File: config.mk
export PLATFORM = sky130hd
export DESIGN_NAME = dsp_admit_ctrl
export DESIGN_NICKNAME = d
export VERILOG_FILES = /design/src/rtl/dsp_admit_pkg.sv /design/src/rtl/dsp_credit_pool.sv /design/src/rtl/dsp_admit_lanes.sv /design/src/rtl/dsp_admit_stats.sv /design/src/rtl/dsp_admit_ctrl.sv
export SDC_FILE = /design/constraint.sdc
export NUM_CORES = 1
export LEC_CHECK = 0
export BUFFER_PORTS_ARGS = -buffer_cell sky130_fd_sc_hd__buf_4
export CAP_MARGIN = 20
export CORE_ASPECT_RATIO = 1.1
export CORE_UTILIZATION = 39
export CTS_CLUSTER_DIAMETER = 120
export DETAILED_ROUTE_END_ITERATION = 10
export PLACE_DENSITY_LB_ADDON = 0.15
export SYNTH_ARGS = -nofsm -noshare
export SYNTH_HDL_FRONTEND = slang
export SYNTH_SLANG_ARGS = --single-unit
File: constraint.sdc
create_clock -name clk -period 21.4 [get_ports clk]
set_input_delay 2.14 -clock clk [delete_from_list [all_inputs] [get_ports clk]]
set_output_delay 2.14 -clock clk [all_outputs]
set_load 0.05 [all_outputs]
File: src/rtl/dsp_admit_pkg.sv
package dsp_admit_pkg;

    localparam int NCAUSE = 6;

    typedef enum logic [2:0] {
        CAUSE_ROB   = 3'd0,
        CAUSE_REG   = 3'd1,
        CAUSE_SCHED = 3'd2,
        CAUSE_LQ    = 3'd3,
        CAUSE_SQ    = 3'd4,
        CAUSE_GROUP = 3'd5,
        CAUSE_NONE  = 3'd7
    } cause_e;

    typedef struct packed {
        logic has_dst;
        logic is_load;
        logic is_store;
        logic solo;
    } uop_t;

    function automatic int max_int(input int a, input int b);
        return (a > b) ? a : b;
    endfunction

endpackage

File: src/rtl/dsp_credit_pool.sv
module dsp_credit_pool #(
    parameter int CAP   = 8,
    parameter int AW    = 4,
    parameter int WW    = 3,
    parameter int RET_W = 5
) (
    input  logic             clk,
    input  logic             rst,
    input  logic [WW-1:0]    take,
    input  logic [RET_W-1:0] ret,
    output logic [AW-1:0]    free
);

    localparam logic UNLIMITED = (CAP == 0);

    logic [AW-1:0] free_q;

    always_ff @(posedge clk) begin
        if (rst) begin
            free_q <= AW'(CAP);
        end else begin
            free_q <= free_q + AW'(ret) - AW'(take);
        end
    end

    // an unlimited pool always reports every bit set, which exceeds W
    assign free = free_q | {AW{UNLIMITED}};

endmodule

File: src/rtl/dsp_admit_lanes.sv
module dsp_admit_lanes
    import dsp_admit_pkg::*;
#(
    parameter int W  = 4,
    parameter int AW = 5,
    parameter int WW = 3
) (
    input  logic [WW-1:0] lim,
    input  logic [W-1:0]  valid,
    input  uop_t          uops [W],
    input  logic [AW-1:0] free_rob,
    input  logic [AW-1:0] free_reg,
    input  logic [AW-1:0] free_sch,
    input  logic [AW-1:0] free_lq,
    input  logic [AW-1:0] free_sq,
    output logic [W-1:0]  admit,
    output logic [WW-1:0] n_admit,
    output logic [WW-1:0] n_reg,
    output logic [WW-1:0] n_ld,
    output logic [WW-1:0] n_st,
    output cause_e        cause
);

    always_comb begin
        int     n;
        int     nr;
        int     nl;
        int     ns;
        logic   blocked;
        logic   solo_open;
        cause_e c;

        n         = 0;
        nr        = 0;
        nl        = 0;
        ns        = 0;
        blocked   = 1'b0;
        solo_open = 1'b0;
        admit     = '0;
        cause     = CAUSE_NONE;

        for (int i = 0; i < W; i++) begin
            c = CAUSE_NONE;
            if (!blocked) begin
                if (!valid[i] || n >= int'(lim)) begin
                    blocked = 1'b1;
                end else begin
                    if (n + 1 > int'(free_rob)) begin
                        c = CAUSE_ROB;
                    end else if (uops[i].has_dst && (nr + 1 > int'(free_reg))) begin
                        c = CAUSE_REG;
                    end else if (n + 1 > int'(free_sch)) begin
                        c = CAUSE_SCHED;
                    end else if (uops[i].is_load && (nl + 1 > int'(free_lq))) begin
                        c = CAUSE_LQ;
                    end else if (uops[i].is_store && (ns + 1 > int'(free_sq))) begin
                        c = CAUSE_SQ;
                    end else if (solo_open || (uops[i].solo && n != 0)) begin
                        c = CAUSE_GROUP;
                    end

                    if (c == CAUSE_NONE) begin
                        admit[i] = 1'b1;
                        n = n + 1;
                        if (uops[i].has_dst)  nr = nr + 1;
                        if (uops[i].is_load)  nl = nl + 1;
                        if (uops[i].is_store) ns = ns + 1;
                        if (uops[i].solo)     solo_open = 1'b1;
                    end else begin
                        blocked = 1'b1;
                        cause   = c;
                    end
                end
            end
        end

        n_admit = WW'(n);
        n_reg   = WW'(nr);
        n_ld    = WW'(nl);
        n_st    = WW'(ns);
    end

endmodule

File: src/rtl/dsp_admit_stats.sv
module dsp_admit_stats
    import dsp_admit_pkg::*;
#(
    parameter int W  = 4,
    parameter int WW = 3,
    parameter int CW = 16
) (
    input  logic                 clk,
    input  logic                 rst,
    input  cause_e               cause,
    input  logic [WW-1:0]        n_admit,
    output logic [NCAUSE*CW-1:0] stall_cnt,
    output logic [(W+1)*CW-1:0]  hist_cnt
);

    generate
        for (genvar g = 0; g < NCAUSE; g++) begin : g_stall
            logic [CW-1:0] cnt_q;
            always_ff @(posedge clk) begin
                if (rst) begin
                    cnt_q <= '0;
                end else if (cause == cause_e'(g)) begin
                    cnt_q <= cnt_q + 1'b1;
                end
            end
            assign stall_cnt[g*CW +: CW] = cnt_q;
        end

        for (genvar b = 0; b <= W; b++) begin : g_hist
            logic [CW-1:0] bin_q;
            always_ff @(posedge clk) begin
                if (rst) begin
                    bin_q <= '0;
                end else if (n_admit == WW'(b)) begin
                    bin_q <= bin_q + 1'b1;
                end
            end
            assign hist_cnt[b*CW +: CW] = bin_q;
        end
    endgenerate

endmodule

File: src/rtl/dsp_admit_ctrl.sv
module dsp_admit_ctrl
    import dsp_admit_pkg::*;
#(
    parameter int W           = 4,
    parameter int ROB_ENTRIES = 16,
    parameter int PRF_REGS    = 12,
    parameter int SCH_ENTRIES = 8,
    parameter int LQ_ENTRIES  = 4,
    parameter int SQ_ENTRIES  = 4,
    parameter int RET_W       = 5,
    parameter int CW          = 16,
    localparam int WW         = $clog2(W + 1)
) (
    input  logic                  clk,
    input  logic                  rst,
    input  logic [WW-1:0]         cfg_width,
    input  logic [W-1:0]          in_valid,
    input  logic [W-1:0]          in_has_dst,
    input  logic [W-1:0]          in_is_load,
    input  logic [W-1:0]          in_is_store,
    input  logic [W-1:0]          in_solo,
    output logic [W-1:0]          in_ready,
    input  logic [RET_W-1:0]      ret_rob,
    input  logic [RET_W-1:0]      ret_reg,
    input  logic [RET_W-1:0]      ret_sch,
    input  logic [RET_W-1:0]      ret_lq,
    input  logic [RET_W-1:0]      ret_sq,
    output logic [NCAUSE*CW-1:0]  stall_cnt,
    output logic [(W+1)*CW-1:0]   hist_cnt
);

    localparam int MAXCAP = max_int(max_int(max_int(ROB_ENTRIES, PRF_REGS),
                                            max_int(SCH_ENTRIES, LQ_ENTRIES)),
                                    SQ_ENTRIES);
    localparam int AW     = max_int($clog2(MAXCAP + 1), WW);

    uop_t          uops [W];
    logic [WW-1:0] lim;
    logic [AW-1:0] free_rob, free_reg, free_sch, free_lq, free_sq;
    logic [WW-1:0] n_admit, n_reg, n_ld, n_st;
    cause_e        cause;

    generate
        for (genvar g = 0; g < W; g++) begin : g_lane
            assign uops[g] = '{has_dst:  in_has_dst[g],
                               is_load:  in_is_load[g],
                               is_store: in_is_store[g],
                               solo:     in_solo[g]};
        end
    endgenerate

    assign lim = (cfg_width == '0 || int'(cfg_width) > W) ? WW'(W) : cfg_width;

    dsp_credit_pool #(.CAP(ROB_ENTRIES), .AW(AW), .WW(WW), .RET_W(RET_W)) i_pool_rob (
        .clk(clk), .rst(rst), .take(n_admit), .ret(ret_rob), .free(free_rob));

    dsp_credit_pool #(.CAP(PRF_REGS), .AW(AW), .WW(WW), .RET_W(RET_W)) i_pool_reg (
        .clk(clk), .rst(rst), .take(n_reg), .ret(ret_reg), .free(free_reg));

    dsp_credit_pool #(.CAP(SCH_ENTRIES), .AW(AW), .WW(WW), .RET_W(RET_W)) i_pool_sch (
        .clk(clk), .rst(rst), .take(n_admit), .ret(ret_sch), .free(free_sch));

    dsp_credit_pool #(.CAP(LQ_ENTRIES), .AW(AW), .WW(WW), .RET_W(RET_W)) i_pool_lq (
        .clk(clk), .rst(rst), .take(n_ld), .ret(ret_lq), .free(free_lq));

    dsp_credit_pool #(.CAP(SQ_ENTRIES), .AW(AW), .WW(WW), .RET_W(RET_W)) i_pool_sq (
        .clk(clk), .rst(rst), .take(n_st), .ret(ret_sq), .free(free_sq));

    dsp_admit_lanes #(.W(W), .AW(AW), .WW(WW)) i_lanes (
        .lim      (lim),
        .valid    (in_valid),
        .uops     (uops),
        .free_rob (free_rob),
        .free_reg (free_reg),
        .free_sch (free_sch),
        .free_lq  (free_lq),
        .free_sq  (free_sq),
        .admit    (in_ready),
        .n_admit  (n_admit),
        .n_reg    (n_reg),
        .n_ld     (n_ld),
        .n_st     (n_st),
        .cause    (cause)
    );

    dsp_admit_stats #(.W(W), .WW(WW), .CW(CW)) i_stats (
        .clk       (clk),
        .rst       (rst),
        .cause     (cause),
        .n_admit   (n_admit),
        .stall_cnt (stall_cnt),
        .hist_cnt  (hist_cnt)
    );

endmodule

==> flow_results.org, run 1 <==
** Status
- Run status :: finished clean

** Critical path
- Along the worst path, the maximum fanout reaches 24.
- Critical path startpoint :: cfg_width[0]
- The worst register-to-register path begins at i_pool_rob.free[4].
- Maximum cell stage delay along the critical path :: 0.82 ns
- STA classifies the critical path startpoint as an input port.
- Data arrives at the worst endpoint at 13.06 ns.
- The worst register-to-register path ends at i_pool_sq.free[4].
- The slowest stage of the critical path is the sky130_fd_sc_hd__clkinv_1 cell.
- Cell repeated most along the worst path :: sky130_fd_sc_hd__ha_1
- Worst Reg2Reg Path Length in Cells :: 39
- In this run the worst setup path terminates at in_ready[3].
- Required time reported for the critical path endpoint :: 19.26 ns
- The setup path with the least slack is of type in2out.
- The worst setup path is captured at an output port.
- Worst reg-to-reg setup slack :: a little under 9 ns

** Yosys
- Netlist area before placement :: 0.0126 mm^2
- Most instantiated library cell after synthesis :: sky130_fd_sc_hd__dfxtp_1
- After Yosys synthesis, and, or, nand and nor cells account for 26.2% of the synthesized area.
- Synth top cells by count :: sky130_fd_sc_hd__dfxtp_1, sky130_fd_sc_hd__nor2_1, sky130_fd_sc_hd__ha_1, sky130_fd_sc_hd__a21oi_1, sky130_fd_sc_hd__nand2_1
- Post-synthesis average cell area :: 8.37 um^2
- Summing the areas of all xor and xnor instances in the mapped netlist gives 8.66% of the synthesized area.
- Counting every instance in the synthesized netlist gives 1,509.
- Library cells used by synthesis :: 76
- Share of synthesized registers carrying an async set or reset :: 0%
- The synthesized design contains 0 enable-type register cells.
- The top cell type by area accounts for a little under a third of the synthesized area.
- Compound-gate portion of the synthesized area :: between 10% and 20%
- For this run, the leading register cell type out of synthesis is sky130_fd_sc_hd__dfxtp_1.
- Flip-flop and latch count after synthesis :: 201
- Largest family of logic cells by synthesized area :: simple AND/OR/NAND/NOR gates
- Of the total synthesized cell area, the portion taken by full adders, half adders and majority gates is 12.8%.
- The biggest area contributor in the post-synthesis netlist is sky130_fd_sc_hd__dfxtp_1.
- Sorting the synthesized cells by area gives the leading types as sky130_fd_sc_hd__dfxtp_1, sky130_fd_sc_hd__ha_1, sky130_fd_sc_hd__xnor2_1.
- Syn. warnings :: 0
- Seq/Total Area, Yosys :: about a third
- Proportion of synthesized area in mux cells :: 1.83%

** Final layout
- Filler cell count in the final layout :: 3,130
- Max reg flops :: 96
- The largest registers in the layout are i_stats.g_stall.cnt_q: 96 flops, i_stats.g_hist.bin_q: 80 flops.
- Largest register by flop count :: i_stats.g_stall.cnt_q
- Diode count :: 0
- The finished cells cover 0.0155 mm^2.
- In the final layout, the share of cells above drive strength 1 is 17.8%.
- Non-filler instance count after layout :: 2,147
- Relative to the synthesized area, the layout overhead comes to 22.3%.
- Layout net count :: 1,884

** Floorplan
- 230 I/O pins were placed.
- Die X-Extent :: 174 um
- The floorplan has 68 rows.
- Once the floorplan was initialized, standard cells occupied between 30% and 40% of the core.
- The die covers 0.0331 mm^2.
- The die is 191 um tall.
- After floorplanning, the core was sized to cover 0.0317 mm^2.

** Timing
- Summed over all failing endpoints, the final setup total negative slack is 0 ns.
- Fin worst setup slack :: approximately 6.2 ns
- The worst path uses 71.0% of the clock period.
- Based on the critical path, the design can be clocked at up to about 66 MHz.
- Time the worst path needs with I/O delays and setup :: 15.20 ns
- The number of slew-limit violations in the final report was 0.
- Worst Tran Pin Value :: slightly above 1 ns
- Setup violations remaining at the end of the flow were counted as 0.
- Relative slew slack :: 32.1%
- Clk_skew :: 0.0110 ns
- The number of failing hold endpoints at the final stage came to 0.
- Setup repair after global routing missed its margin :: false

** Drt
- First-pass detailed-route iteration total :: 4
- Violation count after the first detailed-route iteration :: 570
- In the final routed layout, each cell accounts on average for 16.5 um.
- Number of vias per cell :: about 5.4
- DR vias :: between 10,000 and 15,000
- Antenna viol nets, final :: 0
- The final layout contains routed wiring with a total length of 35,400 um.
- Final routed DRC violation total :: 0

** GRT
- Global routing finished with a remaining overflow of 0.
- Pin count of the biggest net entering global routing :: 74
- Across every metal layer, demand over resource in global routing totals between 20% and 30%.
- The first global-routing pass estimated 57,500 um of wire.
- The number of global-route vias before repair is 11,200.
- The number of antenna violations at the first check in global routing came to 0.

** Place
- Post-Place Cells :: 2,108
- The congestion estimate from routability-driven global placement came to 0.896.
- Timing analysis after detailed placement gives a worst setup slack of between 6 and 7 ns.
- Detailed placement HPWL :: 26,500 um
- Buffers placed on the I/O ports in this run total 229.
- The placed instances occupy a cell area of 0.0147 mm^2.

** Min path
- Hold path start :: i_stats.g_stall[2].cnt_q[15]
- The tightest min-delay check is of the reg2reg type.

** Clock tree
- For this design, the sink count on the clock tree is ~200.
- Number of hold buffers added after CTS :: 0
- After clock tree synthesis, the clock-pin slew on the worst setup and hold paths is around 0.050 ns.
- In this run the post-CTS setup repair buffer count came out at 0.
- Maximum count of clock buffers along a single path :: 3
- TritonCTS built the clock tree.
- After clock tree synthesis, the repair step resized 0 gates.
- In this run, CTS created clock tree buffers numbering 24.
- Insertion delay of the later-clocked pin in the worst-skew pair :: ~0.52 ns
- CTS Root Buffer Type :: sky130_fd_sc_hd__clkbuf_16
- Number of levels in the clock H-tree :: 1

** Flow run
- The tool flagged a number of max-cap violations equal to 0.

** Pwr
- PwrDens :: 92.5 mW/mm^2
- Largest voltage drop on the vdd net :: 0.0442 mV
- Total leakage power :: 6.24 nW
==> routing by layer <==
layer	vias to the layer above	GRT usage, %	wire, um
met3	45	5.04	2590
met2	310	36.5	16700
met4	0	5.36	737
li1	5833	-	-
met5	-	0	0
met1	5458	26.0	15400
==> how the worst min path moves through the flow <==
stage                     slack, ns  depth (start not counted)                            to
after floorplan                0.62                          3            i_pool_rob.free[4]
after global placement         0.47                          2  i_stats.g_stall[0].cnt_q[15]
after detailed placement       0.48                          2  i_stats.g_stall[2].cnt_q[15]
after CTS                      0.49                          2  i_stats.g_stall[2].cnt_q[15]
after global routing           0.50                          2  i_stats.g_stall[2].cnt_q[15]
final                          0.49                          2  i_stats.g_stall[2].cnt_q[15]
==> kinds of logic (layout without fill, tap and decap cells) <==
| family | Yosys count | count (layout) |
|---|---|---|
| AO/OA/AOI/OAI | 274 | 274 |
| flip-flops | 201 | 201 |
| XOR/XNOR | 125 | 125 |
| multiplexers | 22 | 22 |
| AND/OR/NAND/NOR | 625 | 625 |
| other | 1 | 2 |
| buffers and inverters | 141 | 358 |
| adder cells (fa/ha/maj) | 120 | 120 |
==> cells in the final DEF (no fill, tap or decap), types with 4 or more instances in the layout <==
master / count
sky130_fd_sc_hd__nor2_1: 158
sky130_fd_sc_hd__fa_1: 15
sky130_fd_sc_hd__a21oi_1: 98
sky130_fd_sc_hd__nor2b_1: 35
sky130_fd_sc_hd__inv_1: 78
sky130_fd_sc_hd__mux2i_1: 13
sky130_fd_sc_hd__xor2_1: 41
sky130_fd_sc_hd__o21a_1: 5
sky130_fd_sc_hd__clkbuf_8: 5
sky130_fd_sc_hd__and3_1: 31
sky130_fd_sc_hd__nand2_1: 88
sky130_fd_sc_hd__a21boi_0: 4
sky130_fd_sc_hd__nand3_1: 79
sky130_fd_sc_hd__o31ai_1: 33
sky130_fd_sc_hd__mux2_2: 7
sky130_fd_sc_hd__clkbuf_1: 5
sky130_fd_sc_hd__nand4b_1: 6
sky130_fd_sc_hd__xnor2_1: 84
sky130_fd_sc_hd__and4_1: 8
sky130_fd_sc_hd__nor4b_1: 8
sky130_fd_sc_hd__nor3_1: 31
sky130_fd_sc_hd__nor4_1: 25
sky130_fd_sc_hd__or4_1: 29
sky130_fd_sc_hd__or3_1: 29
sky130_fd_sc_hd__a31o_2: 6
sky130_fd_sc_hd__nand2b_1: 14
sky130_fd_sc_hd__clkbuf_16: 24
sky130_fd_sc_hd__ha_1: 105
sky130_fd_sc_hd__a211oi_1: 5
sky130_fd_sc_hd__o21ai_0: 45
sky130_fd_sc_hd__a21o_1: 15
sky130_fd_sc_hd__nand4_1: 42
sky130_fd_sc_hd__buf_4: 237
sky130_fd_sc_hd__o211ai_1: 14
sky130_fd_sc_hd__and2_1: 16
sky130_fd_sc_hd__dfxtp_1: 201
sky130_fd_sc_hd__nand3b_1: 11
sky130_fd_sc_hd__o2111ai_1: 9
==> final cells by class <==
class | instances | area, um^2 | share of cell area [%]
Clock inverter | 5 | 40.0 | 0.259
Timing Repair Buffer | 238 | 1790 | 11.6
Multi-Input combinational cell | 1168 | 8080 | 52.3
Clock buffer | 34 | 688 | 4.45
Tap cell | 420 | 526 | 3.40
Inverter | 81 | 307 | 1.98
Sequential cell | 201 | 4020 | 26.0
==> worst max-delay path: cells and delay by family <==
family | cells | cell delay (ns)
xor gates and xnor gates | 1 | 0.28
adders and majority gates | 6 | 1.95
and+or+nand+nor | 14 | 3.88
AOI/OAI and AO/OA | 8 | 2.60
buffers and inverters | 6 | 2.16
==> through the flow <==
stage,utilization [%],power (mW),hold WS (ns)
final,48.8,1.43,0.488
after global placement,46.5,1.04,0.466
after floorplan,-,0.899,0.625
after CTS,48.8,1.45,0.485
after global routing,48.8,1.55,0.499
after detailed placement,46.5,1.06,0.475
==> where the power goes <==
group	switching (mW)	total (mW)	leakage, nW	internal (mW)
clock network	0.157	0.380	0.360	0.222
registers	0.0397	0.444	1.63	0.404
logic	0.368	0.606	4.25	0.239
Power figures use the tool's default switching activity.
==> run 2, diff against run 1 <==
clock period = 15.1 ns   (was 21.4 ns; I/O delays follow)
==> run 2 against run 1 <==
  * Critical path depth is 1 higher
  * Global-route usage about the same
  * Core utilization grew 0.37 points
  * Register-to-register slack worse by 5.5 ns
  * Sequential power up 42%
  * Worst hold slack worse by 0.0040 ns
  * Critical path type unchanged
  * Critical endpoint unchanged
==> flow_results.org, run 2 (synthesized netlist as in run 1, its figures left out) <==
** GRT
- All-layer global routing usage :: a little over a fifth
- Pin count of the biggest net entering global routing :: 129
- Via count of the first global-routing pass :: 11,000
- Grt total ovfl :: 0
- The number of antenna violations at the first check in global routing is 0.
- Wire length of the first global-routing pass :: around 57,000 um

** Place
- Port Buf Inserts :: ~230
- Detailed placement HPWL :: 26,400 um
- The congestion estimate from routability-driven global placement came to roughly 0.95.

** Drt
- Violation count after the first detailed-route iteration :: about 550
- Before antenna repair, the detailed router went through 5 iterations.
- Number of vias per cell :: 5.40
- After detailed routing, the number of remaining DRC violations is 0.
- After detailed routing, the average wire length per cell comes to 16.6 um.
- In this run the remaining antenna-violating nets after routing total 0.
- The routed layout has 11,600 vias.
- Final routed wirelength across all metal layers :: around 36,000 um

** Pwr
- The analysis attributes to cell leakage a power of 6.30 nW.
- Largest voltage drop on the vdd net :: approximately 0.065 mV
- The completed layout was analyzed and its total power is roughly 2.1 mW.
- Power spread over the standard cell area amounts to ~130 mW/mm^2.

** Timing
- The number of failing hold endpoints at the final stage is 0.
- Worst Tran Pin Value :: approximately 1 ns
- After routing, the total negative slack on setup checks comes to 0 ns.
- Headroom to the max-slew limit came out at 33.0%.
- The number of slew-limit violations in the final report is 0.
- Setup repair after global routing missed its margin :: false
- Setup violations remaining at the end of the flow were counted as 0.
- Maximum achievable frequency :: 75.8 MHz
- Clk_skew :: 0.0106 ns
- Time the worst path needs with I/O delays and setup :: 13.19 ns
- Final Cycle Share :: around 87%

** Final layout
- Registers with the highest flip-flop counts :: i_stats.g_stall.cnt_q: 96 flops, i_stats.g_hist.bin_q: 80 flops
- Diode count :: 0
- Share of layout cells above drive strength 1 :: 18.2%
- Fill cells in the final layout number 3,130.
- Relative to the synthesized area, the layout overhead comes to 23.3%.
- Leading cell type in the layout, fill and taps excluded :: sky130_fd_sc_hd__buf_4
- Counting flops per register, the top entry is i_stats.g_stall.cnt_q.
- The register with the most flip-flops in the layout has between 90 and 100 of them.
- Area of the multi-input gates :: 0.00808 mm^2
- The library cells used most frequently in the layout, excluding fill and tap cells, are sky130_fd_sc_hd__buf_4, sky130_fd_sc_hd__dfxtp_1, sky130_fd_sc_hd__nor2_1, sky130_fd_sc_hd__ha_1, sky130_fd_sc_hd__a21oi_1.
- In the final design database the tool counted ~1,900 nets.
- Combined flip-flop and latch cell area :: 0.00402 mm^2

** Critical path
- Worst Reg2Reg Path Length in Cells :: 40
- STA classifies the critical path startpoint as an input port.
- Worst Setup Path Type :: in2out
- Cell repeated most along the worst path :: sky130_fd_sc_hd__ha_1
- Critical path startpoint :: cfg_width[0]
- Maximum cell stage delay along the critical path :: slightly above 0.6 ns
- Setup slack on the worst reg-to-reg path comes out at 3.40 ns.
- Largest fanout on the critical path :: 15
- FF-to-FF End :: i_pool_sq.free[4]
- The worst setup path is captured at an output port.
- The worst register-to-register path begins at i_pool_rob.free[4].
- Slowest cell on the critical path :: sky130_fd_sc_hd__or3_1
- Crit path DAT :: 11.68 ns
- The most critical setup path has its endpoint at in_ready[3].
- Required time reported for the critical path endpoint :: 13.59 ns

** Clock tree
- Number of hold buffers added after CTS :: 0
- Clock sink count :: 201
- CTS Root Buffer Type :: sky130_fd_sc_hd__clkbuf_16
- Clock tree from TritonCTS :: built
- For the worst-skew pair, the clock arrives at the later sink with an insertion delay of ~0.52 ns.
- The number of clock buffers added by TritonCTS is 25.
- Post-CTS timing repair inserted 0 buffers for setup.
- Gates resized during post-CTS repair numbered 0.
- After clock tree synthesis, the clock-pin slew on the worst setup and hold paths is 0.05 ns.
- In this run the number of H-tree levels came out at 1.
- Maximum count of clock buffers along a single path :: 3

** Floorplan
- Die X-Extent :: 174 um
- The floorplan step set the die height to 191 um.
- Placement Rows :: 68
- The initial utilization of the core area, before any placement, comes to 39.9%.
- Count of pins on the block boundary :: 230
- The floorplan step defined a die boundary enclosing approximately 0.033 mm^2.
- Core Footprint :: 0.0317 mm^2

** Status
- The flow ran to the end, and the final reports show no timing, DRC or antenna violations.

** Flow run
- Across the run, the number of max-cap violations was 0.

** Min path
- Hold Crit Class :: reg2reg
## run 2: cell count changes in the layout (fill, tap and decap cells not counted)
cell | previous run | this run
sky130_fd_sc_hd__bufinv_16 | 0 | 3
sky130_fd_sc_hd__clkinv_2 | 3 | 5
sky130_fd_sc_hd__buf_2 | 0 | 1
sky130_fd_sc_hd__clkbuf_16 | 24 | 25
sky130_fd_sc_hd__clkbuf_8 | 5 | 4
sky130_fd_sc_hd__clkinv_8 | 1 | 0
sky130_fd_sc_hd__clkinvlp_4 | 0 | 1
sky130_fd_sc_hd__inv_6 | 0 | 1
## run 2: worst min path at each step
| stage | start | endpoint | slack (ns) | cells after the start |
|---|---|---|---|---|
| 2_1_floorplan | i_pool_rob.free[4] | i_pool_rob.free[4] | 0.62 | 3 |
| 5_1_grt | i_stats.g_stall[0].cnt_q[15] | i_stats.g_stall[0].cnt_q[15] | 0.51 | 2 |
| 3_3_place_gp | i_stats.g_stall[0].cnt_q[15] | i_stats.g_stall[0].cnt_q[15] | 0.47 | 2 |
| 4_1_cts | i_stats.g_stall[3].cnt_q[15] | i_stats.g_stall[3].cnt_q[15] | 0.49 | 2 |
| 6_report | i_stats.g_stall[3].cnt_q[15] | i_stats.g_stall[3].cnt_q[15] | 0.48 | 2 |
| 3_5_place_dp | i_stats.g_stall[0].cnt_q[15] | i_stats.g_stall[0].cnt_q[15] | 0.47 | 2 |
## run 2: metrics by stage
| step | cells | cell area [um^2] | utilization, % | worst slack (ns) | hold WS [ns] |
|---|---|---|---|---|---|
| finish | 2154 | 15600 | 49.2 | 1.91 | 0.484 |
| global route | 2154 | 15600 | 49.2 | 1.13 | 0.509 |
| CTS | 2154 | 15600 | 49.2 | 2.17 | 0.487 |
| detailed placement | 2109 | 14700 | 46.6 | 1.94 | 0.475 |
| global placement | 2108 | 14700 | 46.5 | 2.26 | 0.467 |
| floorplan | 1510 | 12600 | - | 2.60 | 0.625 |
## run 2: where the power goes
group	switching (mW)	leakage (nW)	internal, mW
Combinational	0.519	4.26	0.339
Clock	0.237	0.413	0.375
Sequential	0.0577	1.63	0.573
Total	0.814	6.30	1.29
## run 2: layer usage
metal	vias up	track usage [%]	share of wire [%]
li1	5835	-	-
met1	5457	26.8	45
met2	283	35.4	46
met3	62	4.47	6.2
met4	0	6.65	2.9
met5	-	0	0
## run 2: final cells by class
cell class	count	share of cell area, %
clock buffer	34	4.49
timing repair buffer	239	11.5
sequential	201	25.8
inverter	81	1.97
tap	420	3.37
multi-input combinational	1168	51.9
clock inverter	11	0.900
## run 2: critical path, delay by kind of cell
kind | cells | cell delay, ns
and+or+nand+nor | 17 | 4.72
AOI/OAI and AO/OA | 6 | 1.89
adders and majority gates | 6 | 1.70
buffers and inverters | 6 | 1.57
xor gates and xnor gates | 1 | 0.27
==> run 3, diff against run 2 <==
clock period = 16.4 ns   (was 15.1 ns; I/O delays follow)
==> run 3 against run 2 <==
  * Count of clock-buffer cells in the layout increased by 1
  * Sequential cell count unchanged
  * Worst hold slack got worse by 0.0026 ns
  * Core utilization up 0.099 points
  * Routed wire length down 0.35%
  * Register-to-register slack improved by 0.62 ns
  * Highest routed layer unchanged
  * Sequential share of layout area is 0.052 points lower
  * First-iteration DRC count grew 12%
  * Clock skew shrank 0.0012 ns
  * Worst setup slack better by 0.37 ns
  * Critical path type unchanged
  * Total power shrank 6.9%
  * Sequential power decreased by 7.9%
==> flow_results.org, run 3 (synthesized netlist as in run 1, its figures left out) <==
** Drt
- Wirelength per Cell :: ~17 um
- Dividing the detail-routed via count by the number of cells gives 5.40.
- Final routed wirelength across all metal layers :: 35,600 um
- Before antenna repair, the detailed router went through 5 iterations.
- For this run, design rule violations remaining after detail routing come to 0.
- The routed layout has 11,600 vias.
- In this run the remaining antenna-violating nets after routing total 0.
- Violation count after the first detailed-route iteration :: a little over 600

** Critical path
- Maximum cell stage delay along the critical path :: 0.85 ns
- CP startpoint kind :: input port
- Kind of end point of the critical path :: output port
- In this run the critical register-to-register path is launched from i_pool_rob.free[4].
- On the critical path, the stage with the largest delay is an instance of sky130_fd_sc_hd__clkinv_1.
- The most critical setup path has its startpoint at cfg_width[0].
- Worst Reg2Reg Path Length in Cells :: 39
- Required time reported for the critical path endpoint :: roughly 15 ns
- Worst Setup EP :: in_ready[3]
- By instance count, the cell type seen most on the critical path is sky130_fd_sc_hd__ha_1.
- Worst Setup Path Type :: in2out
- Crit path DAT :: 12.48 ns
- The worst register-to-register path has a setup slack of between 4 and 5 ns.
- FF-to-FF End :: i_pool_sq.free[4]
- Along the worst path, the maximum fanout reaches 24.

** Pwr
- Of the total power, the clock network draws between 20% and 30%.
- Largest voltage drop on the vdd net :: 0.0673 mV
- Internal power component :: 1.21 mW
- Registers are responsible for 29.7% of the overall power.
- Switching share of power :: 38.4%
- For this design the static power due to leakage is 6.32 nW.
- Per report_power, the combinational group accounts for 40.4% of the total.
- Dividing total power by cell area gives a power density of between 100 and 150 mW/mm^2.
- Reported net switching power :: roughly 0.75 mW
- Final total power :: between 1.5 and 2 mW

** Final layout
- Most frequent cells in the layout :: sky130_fd_sc_hd__buf_4, sky130_fd_sc_hd__dfxtp_1, sky130_fd_sc_hd__nor2_1, sky130_fd_sc_hd__ha_1, sky130_fd_sc_hd__a21oi_1
- Diode count :: 0
- The library cell used most frequently in the layout, excluding fill and tap cells, is sky130_fd_sc_hd__buf_4.
- Ranked by flip-flop count, first place goes to i_stats.g_stall.cnt_q.
- Of the cells placed in the final design, the portion with a size suffix greater than 1 is 18.1%.
- The net count of the finished layout is 1,885.
- The register with the most flip-flops in the layout has 96 of them.
- Registers with the highest flip-flop counts :: i_stats.g_stall.cnt_q: 96 flops, i_stats.g_hist.bin_q: 80 flops
- The area growth from synthesis to layout is 23.5%.

** Flow run
- Number of max-cap violations :: 0

** Timing
- Clk_skew :: between 0.009 and 0.01 ns
- Final Cycle Share :: a little under nine tenths
- Summed over all failing endpoints, the final setup total negative slack is 0 ns.
- Worst Tran Pin Value :: 1.05 ns
- Setup violations remaining at the end of the flow were counted as 0.
- Setup repair after global routing left no endpoint under its margin.
- The number of slew-limit violations in the final report is 0.
- Time the worst path needs with I/O delays and setup :: between 10 and 15 ns
- Relative slew slack :: 29.8%
- Fin. Hold Viols :: 0
- Maximum achievable frequency :: 70.8 MHz

** Clock tree
- The number of gates resized after CTS was 0.
- Clock transition at the registers of the reported paths :: approximately 0.060 ns
- The later pin in the worst-skew pair is clocked with a latency of 0.52 ns.
- CTS buffer count :: 26
- Number of hold buffers added after CTS :: 0
- Maximum count of clock buffers along a single path :: 3
- The clock drives 201 sinks.
- Clock tree from TritonCTS :: built
- CTS built an H-tree with a depth of 1.
- CTS Root Buffer Type :: sky130_fd_sc_hd__clkbuf_16
- Number of buffers added for setup after CTS :: 0

** Place
- In this run the tool buffered the top-level ports with around 230 buffer cells.
- Routability-driven placement finished with a final weighted congestion of between 0.9 and 1.
- Detailed placement HPWL :: 26,300 um

** Floorplan
- 230 I/O pins were placed.
- The initial utilization of the core area, before any placement, comes to 39.9%.
- Measured along the x axis, the die boundary spans 174 um.
- After floorplanning, the core was sized to cover ~0.032 mm^2.
- The floorplan has 68 rows.
- Die Height :: 191 um
- The die covers 0.0331 mm^2.

** GRT
- Wire length of the first global-routing pass :: about 57,000 um
- All-layer global routing usage :: 20.9%
- The total overflow left after global routing is 0.
- The number of antenna violations at the first check in global routing was 0.
- Pin count of the biggest net entering global routing :: between 100 and 150
- The number of global-route vias before repair came to roughly 11,000.

** Min path
- Hold Crit Class :: reg2reg

** Status
- Run status :: finished clean
-- run 3: cell count changes in the layout (fill, tap and decap cells not counted), sizes merged --
| cell | delta |
|---|---|
| buf | -2 |
| clkbuf | +1 |
| clkinvlp | -1 |
| clkinv | -1 |
-- run 3: final cells by class --
cell class,instances,area [um^2]
sequential,201,4020
clock buffer,35,756
timing repair buffer,237,1780
clock inverter,9,128
fill,3079,16000
multi-input combinational,1168,8080
inverter,81,307
tap,420,526
-- run 3: worst min-delay path by stage --
| stage | from | endpoint | slack [ns] | cells past startpoint |
|---|---|---|---|---|
| final | i_stats.g_stall[0].cnt_q[15] | i_stats.g_stall[0].cnt_q[15] | 0.48 | 2 |
| after global placement | i_stats.g_stall[0].cnt_q[15] | i_stats.g_stall[0].cnt_q[15] | 0.47 | 2 |
| after detailed placement | i_stats.g_stall[0].cnt_q[15] | i_stats.g_stall[0].cnt_q[15] | 0.47 | 2 |
| after CTS | i_stats.g_stall[3].cnt_q[15] | i_stats.g_stall[3].cnt_q[15] | 0.49 | 2 |
| after floorplan | i_pool_rob.free[4] | i_pool_rob.free[4] | 0.62 | 3 |
| after global routing | i_stats.g_stall[3].cnt_q[15] | i_stats.g_stall[3].cnt_q[15] | 0.51 | 2 |
-- run 3: per-layer routing --
| metal | share of wire (%) | wire (um) | up-vias | GRT usage [%] |
|---|---|---|---|---|
| met5 | 0 | 0 | - | 0 |
| met4 | 2.1 | 739 | 0 | 5.50 |
| met3 | 6.3 | 2240 | 42 | 4.47 |
| met2 | 47 | 16700 | 272 | 35.9 |
| met1 | 45 | 15900 | 5444 | 26.6 |
| li1 | - | - | 5847 | - |
-- run 3: worst max-delay path, delay by kind of cell --
family	cells	cell delay [ns]
AOI/OAI and AO/OA	8	2.58
buffers and inverters	6	2.19
xor gates and xnor gates	1	0.28
adders and majority gates	6	1.97
and+or+nand+nor	14	3.80
-- run 3: metrics by stage --
stage                     cell area (um^2)  setup slack (ns)  hold WS [ns]  util, %  cells
after global routing                 15600              1.42         0.507     49.3   2151
after detailed placement             14700              2.23         0.474     46.5   2107
after floorplan                      12600              3.77         0.625        -   1510
final                                15600              2.28         0.482     49.3   2151
after CTS                            15600              2.36         0.485     49.3   2151
after global placement               14700              2.72         0.467     46.5   2107
-- run 3: power groups by stage --
stage	combinational, mW	clock (mW)	sequential [mW]
floorplan	0.566	0	0.607
global placement	0.766	0	0.592
detailed placement	0.784	0	0.592
CTS	0.790	0.604	0.582
global route	0.894	0.623	0.588
finish	0.790	0.586	0.581
